`src/rtl/bdl_pkg.sv`:
```
package bdl_pkg;
   typedef enum logic [1:0] {
      PH_SETTLE = 2'd0,
      PH_FETCH  = 2'd1,
      PH_DECIDE = 2'd2,
      PH_READY  = 2'd3
   } boot_phase_t;
endpackage

```
`src/rtl/bdl_cycle_timer.sv`:
```
module bdl_cycle_timer #(
   parameter int LIMIT = 64
) (
   input  logic clk,
   input  logic rst_n,
   input  logic clr,
   input  logic en,
   output logic hit
);
   localparam int CW = (LIMIT > 1) ? $clog2(LIMIT) : 1;
   localparam logic [CW-1:0] LAST = CW'(LIMIT - 1);

   logic [CW-1:0] cnt_q;

   assign hit = en && (cnt_q == LAST);

   always_ff @(posedge clk or negedge rst_n) begin
      if (!rst_n)      cnt_q <= '0;
      else if (clr)    cnt_q <= '0;
      else if (en)     cnt_q <= cnt_q + CW'(1);
   end
endmodule

```
`src/rtl/bdl_seq.sv`:
```
module bdl_seq
   import bdl_pkg::*;
(
   input  logic        clk,
   input  logic        rst_n,
   input  logic        settle_hit,
   input  logic        fetch_ok,
   input  logic        fetch_expire,
   output boot_phase_t phase
);
   boot_phase_t phase_d;

   always_comb begin
      phase_d = phase;
      unique case (phase)
         PH_SETTLE: if (settle_hit)               phase_d = PH_FETCH;
         PH_FETCH:  if (fetch_ok || fetch_expire) phase_d = PH_DECIDE;
         PH_DECIDE:                               phase_d = PH_READY;
         PH_READY:                                phase_d = PH_READY;
         default:                                 phase_d = PH_SETTLE;
      endcase
   end

   always_ff @(posedge clk or negedge rst_n) begin
      if (!rst_n) phase <= PH_SETTLE;
      else        phase <= phase_d;
   end
endmodule

```
`src/rtl/bdl_gate.sv`:
```
module bdl_gate
   import bdl_pkg::*;
#(
   parameter int WORD_W = 8
) (
   input  logic              clk,
   input  logic              rst_n,
   input  boot_phase_t       phase,
   input  logic              fetch_ok,
   input  logic              fetch_expire,
   input  logic [WORD_W-1:0] rd_word,
   input  logic              sw_lock_req,
   output logic              dbg_enable,
   output logic              err_flag
);
   localparam logic [WORD_W-1:0] OPEN_CODE   = '1;
   localparam logic [WORD_W-1:0] LOCKED_INIT = '0;

   logic [WORD_W-1:0] word_q;
   logic              open_q;
   logic              lock_q;

   always_ff @(posedge clk or negedge rst_n) begin
      if (!rst_n) begin
         word_q   <= LOCKED_INIT;
         err_flag <= 1'b0;
         open_q   <= 1'b0;
         lock_q   <= 1'b0;
      end else begin
         if (fetch_ok)
            word_q <= rd_word;
         if (fetch_expire && !fetch_ok)
            err_flag <= 1'b1;
         if (phase == PH_DECIDE)
            open_q <= (word_q == OPEN_CODE) && !err_flag;
         if (sw_lock_req)
            lock_q <= 1'b1;
      end
   end

   assign dbg_enable = open_q && !lock_q;
endmodule

```
`src/rtl/boot_dbg_lock.sv`:
```
module boot_dbg_lock
   import bdl_pkg::*;
#(
   parameter int                WORD_W        = 8,
   parameter int                ADDR_W        = 12,
   parameter logic [ADDR_W-1:0] PROT_ADDR     = 12'h208,
   parameter int                SETTLE_CYCLES = 64,
   parameter int                RD_TIMEOUT    = 256
) (
   input  logic              clk,
   input  logic              rst_n,
   input  logic              sw_lock_req,
   input  logic              cfg_rd_valid,
   input  logic [WORD_W-1:0] cfg_rd_data,
   output logic              cfg_rd_req,
   output logic [ADDR_W-1:0] cfg_rd_addr,
   output logic              dbg_enable,
   output logic              boot_done,
   output logic              cfg_error
);
   generate
      if (WORD_W < 1)        begin : g_bad_word   $error("WORD_W must be at least 1");        end
      if (ADDR_W < 1)        begin : g_bad_addr   $error("ADDR_W must be at least 1");        end
      if (SETTLE_CYCLES < 1) begin : g_bad_settle $error("SETTLE_CYCLES must be at least 1"); end
      if (RD_TIMEOUT < 0)    begin : g_bad_tmo    $error("RD_TIMEOUT must not be negative");  end
   endgenerate

   boot_phase_t phase;
   logic        settle_hit;
   logic        fetch_ok;
   logic        fetch_expire;
   logic        in_settle;
   logic        in_fetch;

   assign in_settle   = (phase == PH_SETTLE);
   assign in_fetch    = (phase == PH_FETCH);
   assign fetch_ok    = in_fetch && cfg_rd_valid;
   assign cfg_rd_req  = in_fetch;
   assign cfg_rd_addr = PROT_ADDR;
   assign boot_done   = (phase == PH_READY);

   bdl_cycle_timer #(.LIMIT(SETTLE_CYCLES)) u_settle_tmr (
      .clk   (clk),
      .rst_n (rst_n),
      .clr   (!in_settle),
      .en    (in_settle),
      .hit   (settle_hit)
   );

   generate
      if (RD_TIMEOUT > 0) begin : g_timeout
         bdl_cycle_timer #(.LIMIT(RD_TIMEOUT)) u_fetch_tmr (
            .clk   (clk),
            .rst_n (rst_n),
            .clr   (!in_fetch),
            .en    (in_fetch && !cfg_rd_valid),
            .hit   (fetch_expire)
         );
      end else begin : g_wait_forever
         assign fetch_expire = 1'b0;
      end
   endgenerate

   bdl_seq u_seq (
      .clk          (clk),
      .rst_n        (rst_n),
      .settle_hit   (settle_hit),
      .fetch_ok     (fetch_ok),
      .fetch_expire (fetch_expire),
      .phase        (phase)
   );

   bdl_gate #(.WORD_W(WORD_W)) u_gate (
      .clk          (clk),
      .rst_n        (rst_n),
      .phase        (phase),
      .fetch_ok     (fetch_ok),
      .fetch_expire (fetch_expire),
      .rd_word      (cfg_rd_data),
      .sw_lock_req  (sw_lock_req),
      .dbg_enable   (dbg_enable),
      .err_flag     (cfg_error)
   );
endmodule

```
`config.mk`:
```
export PLATFORM = sky130hd
export DESIGN_NAME = boot_dbg_lock
export DESIGN_NICKNAME = d
export VERILOG_FILES = /design/src/rtl/bdl_pkg.sv /design/src/rtl/bdl_cycle_timer.sv /design/src/rtl/bdl_seq.sv /design/src/rtl/bdl_gate.sv /design/src/rtl/boot_dbg_lock.sv
export SDC_FILE = /design/constraint.sdc
export NUM_CORES = 1
export LEC_CHECK = 0
export BUFFER_PORTS_ARGS = -buffer_cell sky130_fd_sc_hd__clkbuf_2
export CAP_MARGIN = 20
export CORE_MARGIN = 2
export CORE_UTILIZATION = 36
export CTS_BUF_LIST = sky130_fd_sc_hd__clkbuf_16
export DETAILED_ROUTE_END_ITERATION = 10
export PLACE_DENSITY = 0.59
export SYNTH_ARGS = -nofsm -noshare
export SYNTH_HDL_FRONTEND = slang
export SYNTH_SLANG_ARGS = --single-unit
```
`constraint.sdc`:
```
create_clock -name clk -period 1.7 [get_ports clk]
set_input_delay 0.085 -clock clk [delete_from_list [all_inputs] [get_ports clk]]
set_output_delay 0.085 -clock clk [all_outputs]
set_load 0.005 [all_outputs]
```
* Word-level counts from Yosys, hierarchy flattened *
Index checks and enable logic that the tools add are counted.

word-level totals
  bits in registers = 27
  input port bits = 12
  output and inout bits = 16
  logic and storage cells = 39

operators by class
  $add $sub $neg = 2
  equal/unequal tests = 9
  mux-type cells = 6
  reductions and logical operators = 15

operator list
  cell                                                                      count
  8-bit == test (second input constant)                                     2
  8-bit 2-to-1 mux                                                          2
  8-bit by 1-bit adder with 8-bit output (second input constant)            1
  1-bit logical AND                                                         7
  6-bit by 1-bit adder with 6-bit output (second input constant)            1
  6-bit == test (second input constant)                                     1
  6-bit 2-to-1 mux                                                          1
  2-bit one-hot mux with 3 select lines                                     1
  2-bit == test (second input constant)                                     2
  1-bit zero test                                                           4
  2-bit 2-to-1 mux                                                          2
  2-bit by 1-bit inequality test with 1-bit output (second input constant)  2
  2-bit by 1-bit == test with 1-bit output (second input constant)          1
  2-bit zero test                                                           1
  2-bit inequality test (second input constant)                             1
  2-bit AND reduction                                                       1
  2-bit OR reduction                                                        1
  1-bit logical OR                                                          1

* Logic depth before layout (Yosys ltp) *
  word-level depth = 6
  gate-level depth with buffers = 5

* Modules after synthesis *
Synthesis repeated with hierarchy kept, for this count alone.

unflattened totals
  cell total of the unflattened synthesis = 125
  area total of the unflattened synthesis = 1,355.0 sq um

modules (own cells, without submodules)
  module                                    instances  cells each  area an instance (sq um)  sequential area each (sq um)
  bdl_gate                                  1          30          432.9                     275.3
  bdl_cycle_timer at g_timeout.u_fetch_tmr  1          39          402.9                     200.2
  bdl_cycle_timer at u_settle_tmr           1          28          290.3                     150.1
  boot_dbg_lock                             1          21          148.9                     0.0
  bdl_seq                                   1          7           80.1                      50.0

* Least setup slack after synthesis *
OpenSTA, ideal clock, no wires.

  path type = register to register
  start point = register u_seq.phase[1]
  end point = register u_gate.word_q[0]
  setup time = 0.125 ns
  arrival = 1.177 ns
  required time = 1.575 ns
  path slack = 0.399 ns
  stages on the path, launching flop included = 6
  buffers on the path = 1
  cell sequence = dfrtp_1 > nand2b_1 > buf_4 > inv_1 > nand2_2 > mux2_2

between the ends
  cells in the longest elaborated chain, start to end = 2

RTL lines
  what                                      line                 RTL
  start, declared                           bdl_seq.sv:9         output boot_phase_t phase
  start signal, assigned                    bdl_seq.sv:26        else phase <= phase_d;
  2-bit by 1-bit == test with 1-bit output  boot_dbg_lock.sv:36  assign in_fetch = (phase == PH_FETCH);
  via cfg_rd_req                            boot_dbg_lock.sv:15  output logic cfg_rd_req,
  1-bit logical AND                         boot_dbg_lock.sv:37  assign fetch_ok = in_fetch && cfg_rd_valid;
  end signal, assigned                      bdl_gate.sv:31       word_q <= rd_word;
  end, declared                             bdl_gate.sv:19       logic [WORD_W-1:0] word_q;

The timed path passes the listed nets, and every way through them passes these cells.
A chain may end at the register's enable or synchronous reset.

* Worst setup path in the final report *
  start point = register g_timeout.u_fetch_tmr.cnt_q[0]
  end point = register g_timeout.u_fetch_tmr.cnt_q[6]

between the ends
  cells in the longest elaborated chain, start to end = 3

RTL lines
  what                                    line                   RTL
  start, declared                         bdl_cycle_timer.sv:13  logic [CW-1:0] cnt_q;
  start signal, assigned                  bdl_cycle_timer.sv:20  else if (en) cnt_q <= cnt_q + CW'(1);
  8-bit by 1-bit adder with 8-bit output  bdl_cycle_timer.sv:20
  8-bit 2-to-1 mux                        bdl_cycle_timer.sv:20
  8-bit 2-to-1 mux                        bdl_cycle_timer.sv:19  else if (clr) cnt_q <= '0;

Every way passes these cells. The select of a mux whose other input is x is not followed.

==> summary.md <==
### Synth
• 52.2% — part of the Yosys area used for sequential elements
• dfrtp_1 (52%), buf_4 (7.5%), mux2_2 (7.0%) — top cells by area in the synthesized netlist
• 100% — async set-or-reset flop fraction in the synthesized netlist
• 0 — number of enable-type register cells in the synthesized netlist
• 27 — number of synthesized register bits
• dfrtp_1 — Primary FF master, synth
• dfrtp_1 (27), buf_4 (13), nor2_1 (11) — ranking of synthesized cells by instance count
• dfrtp_1 — area leader, netlist
• dfrtp_1 — most common cell in the synthesized netlist
• 52.2% — top cell type's share of synthesized area
• 117 — Synth Instances
• 11.1 um2 — synthesized area per cell
• 36 — count of different cell masters after synthesis
• 0 — Yosys Warn Count
• 1290 um2 — area of the mapped netlist

### CTS
• 3 — total clock buffers created by CTS
• clkbuf_16 — buffer cell driving the clock tree root
• 27 — CTS sink count
• 1 — maximum level of the CTS H-tree
• 250 ps — latest clock arrival within the worst-skew pair
• 2 — buffers from clock root to sink, at most
• built — clock tree from TritonCTS
• 60 ps — CTS clk-pin slew, worst paths
• 0 — number of cells upsized or downsized after cts

### Power and ir drop
• 0.393 mV — worst vdd rail ir drop
• 826 nW/um2 — Pwr per Cell Area
• 0.682 nW — reported leakage power

### Drt
• 11.3 um — routed wire length per instance
• 831 — count of vias placed by the detailed router
• 0 — Antenna Violating Nets Remaining
• 10 — initial DRC count
• 2030 um — final wirelength
• 4.64 — via density per instance
• 0 — DRC errors left
• 4 — DR pass1 iterations

### Die
• 4090 um2 — die area
• 64.0 um — height of the die
• 64.0 um — Die X
• 21 — placement row count
• 28 — count of boundary I/O pins
• 3390 um2 — CORE AREA
• 38.2% — initial cell density of the core

### Final layout
• 148 — final net count
• 0 — number of antenna diodes
• 12.5% — Layout area overhead
• 27.1% — share of final-layout standard cells stronger than drive strength 1

### STA
• 0.725 GHz — max frequency
• 0 ps — Fin Setup TNS
• 81.1% — portion of the clock cycle consumed by the worst path in the final layout
• 1380 ps — fin crit period
• 1.88 ps — Clock Skews
• 0 — final setup violation count
• 321 ps — post-route worst setup slack
• false — setup repair after global routing missed its margin
• 0 — max-slew violation count
• 56.8% — Relative slew margins
• 649 ps — Least-Margin Pin Slew
• 0 — Fin. Hold Viols

### Global route
• 3750 um — first-pass GRT wire length
• 0 — overflow left after global routing
• 835 — vias in the first global route
• 0 — initial antenna violation count
• 11.5% — Tot GR Track Use
• 28 — maximum number of pins on one net before global-route repair

### Place
• 15 — number of input and output port buffers inserted
• 351 ps — Post-Place Worst Slack
• 0.757 — final estimated routing congestion in global placement
• 1520 um — HPWL Detailed

### Critical path
• 4 — Reg2Reg Depth
• register — critical path endpoint category
• 1880 ps — Critical Path RT
• register to register — start-to-end type of the worst setup path
• register — Critical Path Source Type
• 1560 ps — worst path arrival time
• 4 — Crit Path Max Fanout

### Min path
• 2 — depth of the worst hold-timing path
• input pin to register — Tightest Hold Check Type

### Outcome
• finished clean — run status

### Job
• 0 — number of maximum-capacitance violations

==> per-layer routing <==
layer  wire length [um]  track usage [%]
met1                992             15.4
met2                885             18.4
met5                  0                0
met3                134             2.82
met4                 15             3.26
==> state kept, by name, indices dropped and copies added (netlist names) <==
name / cells
u_gate.word_q: 8
u_settle_tmr.cnt_q: 6
u_gate.err_flag: 1
u_gate.open_q: 1
u_gate.lock_q: 1
u_seq.phase: 2
g_timeout.u_fetch_tmr.cnt_q: 8
==> final cells by class <==
| cell class | count | area (um2) |
|---|---|---|
| Fill cell | 323 | 1930 |
| Clock inverter | 1 | 5.00 |
| Clock buffer | 3 | 75.1 |
| Tap cell | 46 | 57.6 |
| Multi-Input combinational cell | 81 | 536 |
| Sequential cell | 27 | 676 |
| Timing Repair Buffer | 17 | 92.6 |
| Inverter | 4 | 15.0 |
==> critical path, cell delays in order (launching register included) <==
cell and delay, ps:
dfrtp_1 410, ha_1 240, nand3b_1 100, or3_2 420, a21oi_1 150
==> cell families after synthesis <==
kind of cell | share of synthesized area [%]
other | 0.580
xor gates and xnor gates | 4.73
adders and majority gates | 1.93
and+or+nand+nor | 16.3
AOI/OAI and AO/OA | 7.15
buffers and inverters | 9.37
DFF | 52.2
muxes | 7.73
==> stage by stage <==
step	hold slack (ps)	instance area (um2)	instances	power, mW	util, %
finish	19.3	1460	179	1.20	43.0
global route	37.8	1460	179	1.26	43.0
CTS	19.7	1460	179	1.22	43.0
detailed placement	146	1370	174	0.692	40.3
global placement	140	1370	174	0.691	40.3
floorplan	-211	1330	127	0.688	-
==> worst paths after layout <==
| path | to | start | slack, ps |
|---|---|---|---|
| max | g_timeout.u_fetch_tmr.cnt_q[6] | g_timeout.u_fetch_tmr.cnt_q[0] | 320 |
| min | u_gate.lock_q | sw_lock_req | 20 |
| max reg2reg | g_timeout.u_fetch_tmr.cnt_q[6] | g_timeout.u_fetch_tmr.cnt_q[0] | 320 |
| min reg2reg | u_settle_tmr.cnt_q[0] | u_settle_tmr.cnt_q[0] | 470 |
| max in group asynchronous | g_timeout.u_fetch_tmr.cnt_q[5] | rst_n | 900 |
| min in group asynchronous | g_timeout.u_fetch_tmr.cnt_q[1] | rst_n | 380 |
==> cell usage in the layout (no fill, tap or decap), types with 2 or more instances in the layout <==
cell,n
xor2_1,5
nor2b_1,2
nand3_1,3
or2_2,2
nor2_1,11
dfrtp_1,27
o21ai_0,3
or3_2,2
xnor2_1,2
a21oi_1,4
nand2_1,3
clkbuf_16,3
mux2_2,8
inv_1,4
a31o_2,2
nand3b_1,2
clkbuf_2,15
ha_1,2
nand4b_1,3
conb_1,12
==> timing repair <==
item | 4_1_cts | 5_1_grt
hold buffers | 1 | 0
hold endpoints to repair | 27 | 0
buffers inserted | 0 | 0
==> power breakdown <==
part                   switching, mW  internal [mW]  leakage [nW]
clock network                  0.205          0.317        0.0409
registers      0.0000000000000000202          0.642         0.362
logic                         0.0249         0.0137         0.279
No activity file was read; power rests on OpenSTA's default activity.
